===== src/rtl/csync_xcvr.sv =====
module csync_xcvr #(
  parameter int MAXLEN = 9,
  parameter int DIVW   = 8,
  parameter int LENW   = 4
) (
  input  logic              clk,
  input  logic              rst_n,
  input  logic [LENW-1:0]   cfg_len,
  input  logic [DIVW-1:0]   cfg_div,
  input  logic              tx_en,
  input  logic              sout_en,
  input  logic              rx_en,
  input  logic              rie,
  input  logic              tie,
  input  logic              tbie,
  input  logic              wr_tdr,
  input  logic [MAXLEN-1:0] wdata,
  input  logic              rd_rdr,
  input  logic              clr_err,
  input  logic              sin,
  output logic [MAXLEN-1:0] rdata,
  output logic              sck,
  output logic              sout,
  output logic              flag_rdrf,
  output logic              flag_ore,
  output logic              flag_tdre,
  output logic              flag_tbi,
  output logic              irq_rx,
  output logic              irq_tx
);
  logic [MAXLEN-1:0] tdr, txsh, rxsh, rdr;
  logic              tdre, rdrf, ore, busy, sck_q, sout_q;
  logic [DIVW-1:0]   divcnt;
  logic [LENW-1:0]   bitcnt;

  wire              go_ok   = tx_en & sout_en;
  wire              start   = ~busy & ~tdre & go_ok;
  wire              tick    = busy & (divcnt == '0);
  wire              last    = tick & ~sck_q & (bitcnt == cfg_len - LENW'(1));
  wire              reload  = last & ~tdre & go_ok;
  wire              load    = start | reload;
  wire              done    = last & rx_en;
  wire              full_nr = rdrf & ~rd_rdr;
  wire [MAXLEN-1:0] rx_next = {sin, rxsh[MAXLEN-1:1]};
  wire [MAXLEN-1:0] rx_word = rx_next >> (MAXLEN - int'(cfg_len));

  always_ff @(posedge clk or negedge rst_n) begin
    if (!rst_n) begin
      busy   <= 1'b0;
      sck_q  <= 1'b1;
      sout_q <= 1'b1;
      divcnt <= '0;
      bitcnt <= '0;
      txsh   <= '0;
      rxsh   <= '0;
    end else if (start) begin
      busy   <= 1'b1;
      txsh   <= tdr;
      divcnt <= cfg_div;
      bitcnt <= '0;
    end else if (busy) begin
      if (divcnt != '0) begin
        divcnt <= divcnt - DIVW'(1);
      end else begin
        divcnt <= cfg_div;
        if (sck_q) begin
          sck_q  <= 1'b0;
          sout_q <= txsh[0];
          txsh   <= txsh >> 1;
        end else begin
          sck_q  <= 1'b1;
          rxsh   <= rx_next;
          bitcnt <= bitcnt + LENW'(1);
          if (last) begin
            bitcnt <= '0;
            if (reload) txsh <= tdr;
            else begin
              busy   <= 1'b0;
              sout_q <= 1'b1;
            end
          end
        end
      end
    end
  end

  always_ff @(posedge clk or negedge rst_n) begin
    if (!rst_n) begin
      tdr  <= '0;
      tdre <= 1'b1;
      rdr  <= '0;
      rdrf <= 1'b0;
      ore  <= 1'b0;
    end else begin
      if (wr_tdr) tdr <= wdata;
      if (wr_tdr)    tdre <= 1'b0;
      else if (load) tdre <= 1'b1;
      if (done && !full_nr) begin
        rdr  <= rx_word;
        rdrf <= 1'b1;
      end else if (rd_rdr) begin
        rdrf <= 1'b0;
      end
      if (done && full_nr) ore <= 1'b1;
      else if (clr_err)    ore <= 1'b0;
    end
  end

  assign rdata     = rdr;
  assign sck       = sck_q;
  assign sout      = sout_q;
  assign flag_rdrf = rdrf;
  assign flag_ore  = ore;
  assign flag_tdre = tdre;
  assign flag_tbi  = ~busy;
  assign irq_rx    = rie & (rdrf | ore);
  assign irq_tx    = (tie & tdre) | (tbie & ~busy);
endmodule


===== config.mk =====
export PLATFORM = sky130hd
export DESIGN_NAME = csync_xcvr
export DESIGN_NICKNAME = d
export VERILOG_FILES = /design/src/rtl/csync_xcvr.sv
export SDC_FILE = /design/constraint.sdc
export NUM_CORES = 1
export LEC_CHECK = 0
export ABC_CLOCK_PERIOD_IN_PS = 2000
export BUFFER_PORTS_ARGS = -buffer_cell sky130_fd_sc_hd__buf_2
export CAP_MARGIN = 20
export CORE_MARGIN = 4
export CORE_UTILIZATION = 50
export DETAILED_ROUTE_END_ITERATION = 8
export HOLD_SLACK_MARGIN = 0.05
export PLACE_DENSITY = 0.84
export SLEW_MARGIN = 10
export SYNTH_ARGS = -nofsm -noshare
export SYNTH_HDL_FRONTEND = slang
export SYNTH_SLANG_ARGS = --single-unit
export TNS_END_PERCENT = 10

===== constraint.sdc =====
create_clock -name clk -period 2 [get_ports clk]
set_input_delay 0 -clock clk [delete_from_list [all_inputs] [get_ports clk]]
set_output_delay 0 -clock clk [all_outputs]
set_load 0.005 [all_outputs]

==> metrics.md, run 1 <==
| Metric | Value |
|---|---|
| Min Tclk post-route | 2100 ps |
| Area of the die | 7220 µm² |
| Worst path required time | between 2000 and 2500 ps |
| Area Overhead vs Synth | 32.5% |
| Io pins | 50 |
| Worst hold path type | input port to flop |
| Post-route cell area | 3920 µm² |
| CTS H-tree depth | 2 |
| Number of synthesized register bits | 53 |
| First-pass GRT wire length | ~13000 µm |
| Fin crit share | 1.05 |
| Ys Warns | 0 |
| Initial core utilization | 0.525 |
| Startpoint types | flop |
| Fin worst setup slack | -101 ps |
| Mapped cell area | 2960 µm² |
| DR iter-0 viols | 82 |
| Hold depth | 3 |
| Die height | about 85 µm |
| Clock latency on the worst-skew pair | 310 ps |
| Longest Clk Path Bufs | 2 |
| Most instantiated library cell after synthesis | dfrtp_1 |
| Overall Power | 3540 µW |
| RSZ-0062 raised after global routing | true |
| # nets final | 437 |
| Crit Path Class | flop to flop |
| Port Buffer Count | 49 |
| Run status | complete, but fails checks |
| Slew Limit Fails | 0 |
| Critical Path AT | between 2000 and 2500 ps |
| Largest net degree at the start of global routing | 28 |
| Distinct cells, synth | 55 |
| Post-synth top cells | dfrtp_1 (50), nand2_1 (45), mux2_2 (30), o21ai_0 (18), nor2_1 (16) |
| Count of final hold-check violations | 0 |
| Total gr overflow | 0 |
| Maxcap violations | 0 |
| Final Skew | 11.2 ps |
| Hpwl dp | approximately 5000 µm |
| Setup Slack @ Placement | -191 ps |
| Antenna violations before repair | 0 |
| Fmax | 476 MHz |
| Leak Pwr | 0.00184 µW |
| Top cell type's share of synthesized area | 0.422 |
| Largest fanout on the critical path | 5 |
| Placed instance area | 3540 µm² |
| P per Cell Area | about 900 nW/µm² |
| # DRC | 0 |
| Drt pass-1 iters | 5 |
| WHS | 60.5 ps |
| GPL Wtd Cong | 0.862 |
| Routed vias | ~2.6k |
| Via count of the first global-routing pass | 2838 |
| Setup violations, final | 12 |
| Synth area leader | dfrtp_1 |
| Post-synth ARST share | 1.00 |
| Worst-path clk slew | 100 ps |
| Part of the Yosys area used for sequential elements | 0.449 |
| Post-synthesis cell count | just under 300 |
| Setup_tns | -765 ps |
| Share of layout cells above drive strength 1 | 0.366 |
| CTS tree | done |
| Num Clock Sinks | 53 |
| Main flop type after synthesis | dfrtp_1 |
| Antenna Nets Post-Route | 0 |
| CTS Buf Count | 5 |
| Number of synthesized flops with an enable pin | 0 |
| Avg WL per Cell | 15.7 µm |
| Final WL | 7380 µm |
| CP Capture Type | flop |
| Failing checks | negative setup slack |
| Max_slew headroom | 0.585 |
| Ant diodes | 0 |
| VDD IR-drop max | 816 µV |
| Vias/cell | 5.58 |
| Die width | 85.0 µm |
| FP Rows | 27 |
| Syn_nets | 331 |
| Worst-Margin Slew | 623 ps |
| Syn avg cell area | just over 10 µm² |
| R2R cell count | 6 |
| Clock root buffer | clkbuf_8 |
| GRT Util Overall | 0.219 |
| Core ar. | 5640 µm² |
| Main area contributors after synthesis | dfrtp_1 (42%), mux2_2 (11%), nand2_1 (5.7%) |
## area by class of cell
cell class,count,area (µm²)
Multi-Input combinational cell,220,1630
Inverter,11,46.3
Tap cell,72,90.1
Clock buffer,5,68.8
Timing Repair Buffer,107,734
Clock inverter,3,25.0
Sequential cell,53,1330
Fill cell,403,1720
## repair_timing
action / 4_1_cts / 5_1_grt
endpoints found under the hold margin: 43 / 0
pin swaps: 5 / 1
hold buffers: 20 / 0
buffers inserted: 2 / 0
resized for setup: 11 / 3
endpoints found under the setup margin: 20 / 22
cloned: 1 / 0
## cell families after synthesis
kind of cell,after synthesis,synth area share
buf+inv,20,0.0296
xor+xnor,8,0.0283
compound gates,61,0.139
mux,40,0.153
flops,53,0.449
fa+ha+maj,6,0.0253
simple gates,104,0.176
## worst paths after layout
kind	start	to	slack [ps]
min in group asynchronous	rst_n	bitcnt[1]	230
worst min register to register	rxsh[1]	rxsh[1]	490
max in group asynchronous	rst_n	sout	1070
worst min-delay path	cfg_div[3]	divcnt[3]	60
worst max-delay path	divcnt[5]	txsh[0]	-100
worst max register to register	divcnt[5]	txsh[0]	-100
## power by group
group,total [µW],switching [µW],internal [µW]
logic,1360,628,736
clock network,632,378,254
registers,1540,220,1320
## metrics by stage
stage | util | cells
2_1_floorplan | - | 292
3_3_place_gp | 0.628 | 440
3_5_place_dp | 0.628 | 440
4_1_cts | 0.693 | 471
5_1_grt | 0.695 | 471
6_report | 0.695 | 471
## critical path, cell delays in order (launching register included)
cell	delay, ps
dfrtp_1	410
buf_6	130
nor4_4	320
nand3_2	120
or4_4	470
o211ai_4	160
mux2_2	380
## state kept, by name, summed over array words and instances, names as in the netlist
signal and count:
rdata 9, tdr 9, txsh 9, divcnt 8
rxsh 8, bitcnt 4, busy 1, flag_ore 1
flag_rdrf 1, flag_tdre 1, sck 1, sout 1
## cells in the final DEF, fill, tap and decap left out, types with 2 or more instances in the layout
cell / netlist / layout
nand4_1: 5 / 5
inv_2: 0 / 2
nor4_4: 1 / 2
ha_1: 6 / 5
dfstp_2: 3 / 3
nor2_1: 16 / 16
mux2i_1: 8 / 8
nor4_1: 3 / 2
a211oi_1: 2 / 2
nand2_1: 45 / 45
mux2_4: 0 / 6
o2bb2ai_1: 6 / 6
dfrtp_1: 50 / 50
xor2_1: 4 / 4
o21a_1: 5 / 5
o21ai_0: 18 / 18
or4_4: 1 / 2
inv_1: 10 / 8
buf_2: 1 / 49
xnor2_1: 3 / 3
and2_1: 2 / 2
a31oi_1: 4 / 4
dlygate4sd3_1: 0 / 20
nand3_1: 6 / 6
nor3_1: 10 / 10
a21oi_1: 11 / 11
clkbuf_8: 0 / 5
a22oi_1: 2 / 2
clkinv_4: 0 / 2
mux2_2: 30 / 24
buf_4: 1 / 37
o22ai_1: 2 / 2
nand2b_1: 5 / 5
## per-layer routing
metal	share of wire	global-route usage	vias up
met5	0	0	-
met2	0.52	0.387	71
li1	-	-	1267
met4	0.021	0.0763	0
met1	0.42	0.265	1276
met3	0.045	0.0398	14
Note: power is estimated with default switching activity, not from simulation.
==> run 2, diff against run 1 <==
GPL_TIMING_DRIVEN = 0   (was default)
SETUP_SLACK_MARGIN = 0.3   (was default)
==> metrics.md, run 2 (same netlist as run 1, synthesis figures left out) <==
| Metric | Value |
|---|---|
| Clock root buffer | clkbuf_8 |
| Worst path required time | 2200 ps (about the same) |
| Core ar. | 5640 µm² (unchanged) |
| Worst stage delay on the critical path | 530 ps (+60 ps) |
| Clock latency on the worst-skew pair | 310 ps (about the same) |
| Fmax | 460 MHz (-3.3%) |
| Fin worst setup slack | -172 ps (-70.7 ps) |
| Port Buffer Count | 46 (-6.1%) |
| Min Tclk post-route | 2170 ps (+70.7 ps) |
| Worst-path cell chain | or4_4 -> nor4_4 -> nand4_1 -> and2b_2 -> mux2_2 |
| Largest net degree at the start of global routing | 38 (+36%) |
| Failing checks | negative setup slack |
| Area of the die | 7220 µm² (unchanged) |
| Avg WL per Cell | 15.0 µm (-4.1%) |
| Count of final hold-check violations | 0 (unchanged) |
| Commonest non-fill, non-tap cell in the layout | buf_2 |
| First-pass GRT wire length | 11400 µm (-11%) |
| CTS Buf Count | 5 (unchanged) |
| Share of layout cells above drive strength 1 | 0.375 (+0.00941) |
| Routed vias | 2563 (-2.5%) |
| Final Skew | 5.63 ps (-5.61 ps) |
| CP max stage cell | or4_4 |
| Final Non-Filler Cells | 453 (-3.8%) |
| Crit Path Class | flop to flop |
| Critical Path AT | 2370 ps (+60 ps) |
| Total gr overflow | 0 (unchanged) |
| Vias/cell | 5.66 (+1.4%) |
| Initial core utilization | 0.525 (unchanged) |
| Worst-path clk slew | 100 ps (about the same) |
| RSZ-0062 raised after global routing | true |
| Longest Clk Path Bufs | 2 (unchanged) |
| # nets final | 419 (-4.1%) |
| Setup Slack @ Placement | -469 ps (-278 ps) |
| GPL Wtd Cong | 0.874 (+1.3%) |
| Max_slew headroom | 0.555 (-0.0303) |
| DR iter-0 viols | 118 (+44%) |
| # DRC | 0 (unchanged) |
| GRT Util Overall | 0.189 (-0.0294) |
| Drt pass-1 iters | 4 (-1) |
| Num Clock Sinks | 53 (unchanged) |
| Run status | complete, but fails checks |
| Worst hold path type | input port to flop |
| Fin crit share | 1.09 (+0.0353) |
| Antenna violations before repair | 0 (unchanged) |
| Io pins | 50 (unchanged) |
| Hpwl dp | 4730 µm (-8.2%) |
| FP Rows | 27 (unchanged) |
| Slew Limit Fails | 0 (unchanged) |
| WHS | 54.4 ps (-6.07 ps) |
| Final WL | 6800 µm (-7.8%) |
| P per Cell Area | 927 nW/µm² (+2.9%) |
| CTS H-tree depth | 2 (unchanged) |
| Via count of the first global-routing pass | 2483 (-13%) |
| CTS tree | done |
| Ant diodes | 0 (unchanged) |
| Final core utilization | 0.690 (-0.00554) |
| Startpoint types | flop |
| Die width | 85.0 µm (unchanged) |
| Area Overhead vs Synth | 31.4% |
| VDD IR-drop max | 674 µV (-17%) |
| Commonest non-fill, non-tap cells in the layout | buf_2 (47), dfrtp_1 (46), nand2_1 (34) |
| Maxcap violations | 0 (unchanged) |
| Worst-Margin Slew | 659 ps (+36.4 ps) |
| Largest fanout on the critical path | 5 (unchanged) |
| Placed cell count | 411 (-6.6%) |
| Die height | 85.0 µm (unchanged) |
| Leak Pwr | 0.00178 µW (-3.4%) |
| CP Capture Type | flop |
| Antenna Nets Post-Route | 0 (unchanged) |
| Setup violations, final | 18 (+6) |
| Overall Power | 3610 µW (+2.0%) |
==> run 2: changes by cell type in the layout (fill, tap and decap cells not counted), sizes merged <==
cell,before,now
dlygate4sd3,20,21
buf,87,65
clkbuf,5,9
bufinv,0,1
o211ai,3,2
clkinvlp,1,0
==> run 2: layer usage <==
layer / vias up / track usage / wire [µm]
li1: 1230 / - / -
met1: 1237 / 0.244 / 2900
met2: 84 / 0.324 / 3450
met3: 12 / 0.0369 / 359
met4: 0 / 0.0518 / 95
met5: - / 0 / 0
==> run 2: power by group <==
group          switching, µW  total, µW  internal [µW]
registers                232       1560           1330
logic                    601       1280            682
clock network            381        765            384
total                   1210       3610           2400
==> run 2: final timing paths <==
| path | startpoint | endpoint | slack (ps) | cells after the start |
|---|---|---|---|---|
| max in group asynchronous | rst_n | sout | 1280 | 3 |
| max reg2reg | divcnt[2] | rdata[6] | -170 | 5 |
| min in group asynchronous | rst_n | tdr[2] | 140 | 2 |
| max | divcnt[2] | rdata[6] | -170 | 5 |
| min | rd_rdr | flag_rdrf | 50 | 3 |
| min reg2reg | rdata[1] | rdata[1] | 500 | 1 |
==> run 2: layout make-up <==
cell class,count,area [µm²]
fillers,409,1750
clock inverters,3,50.0
well taps,72,90.1
flip-flops and latches,53,1340
inverters,11,46.3
plain buffers,9,58.8
multi-input cells,219,1680
clock buffers,5,68.8
repair buffers,81,566
==> run 2: through the flow <==
step                      cell area (µm²)  TNS [ps]
after detailed placement             3320     -8350
after global placement               3300     -7330
after CTS                            3780     -2540
after floorplan                      2980      -706
final                                3890     -1900
after global routing                 3890     -3860
==> run 2: timing repair <==
action,in CTS,in global routing
setup endpoints to repair,42,43
pin swaps,5,14
endpoints found under the hold margin,70,0
hold buffers,21,0
buffers inserted,9,4
resized for setup,14,30
==> run 2: critical path, delay by kind of cell, from the launching register on <==
kind          cells  cell delay (ps)
simple gates      4             1270
flops             1              460
mux               1              330
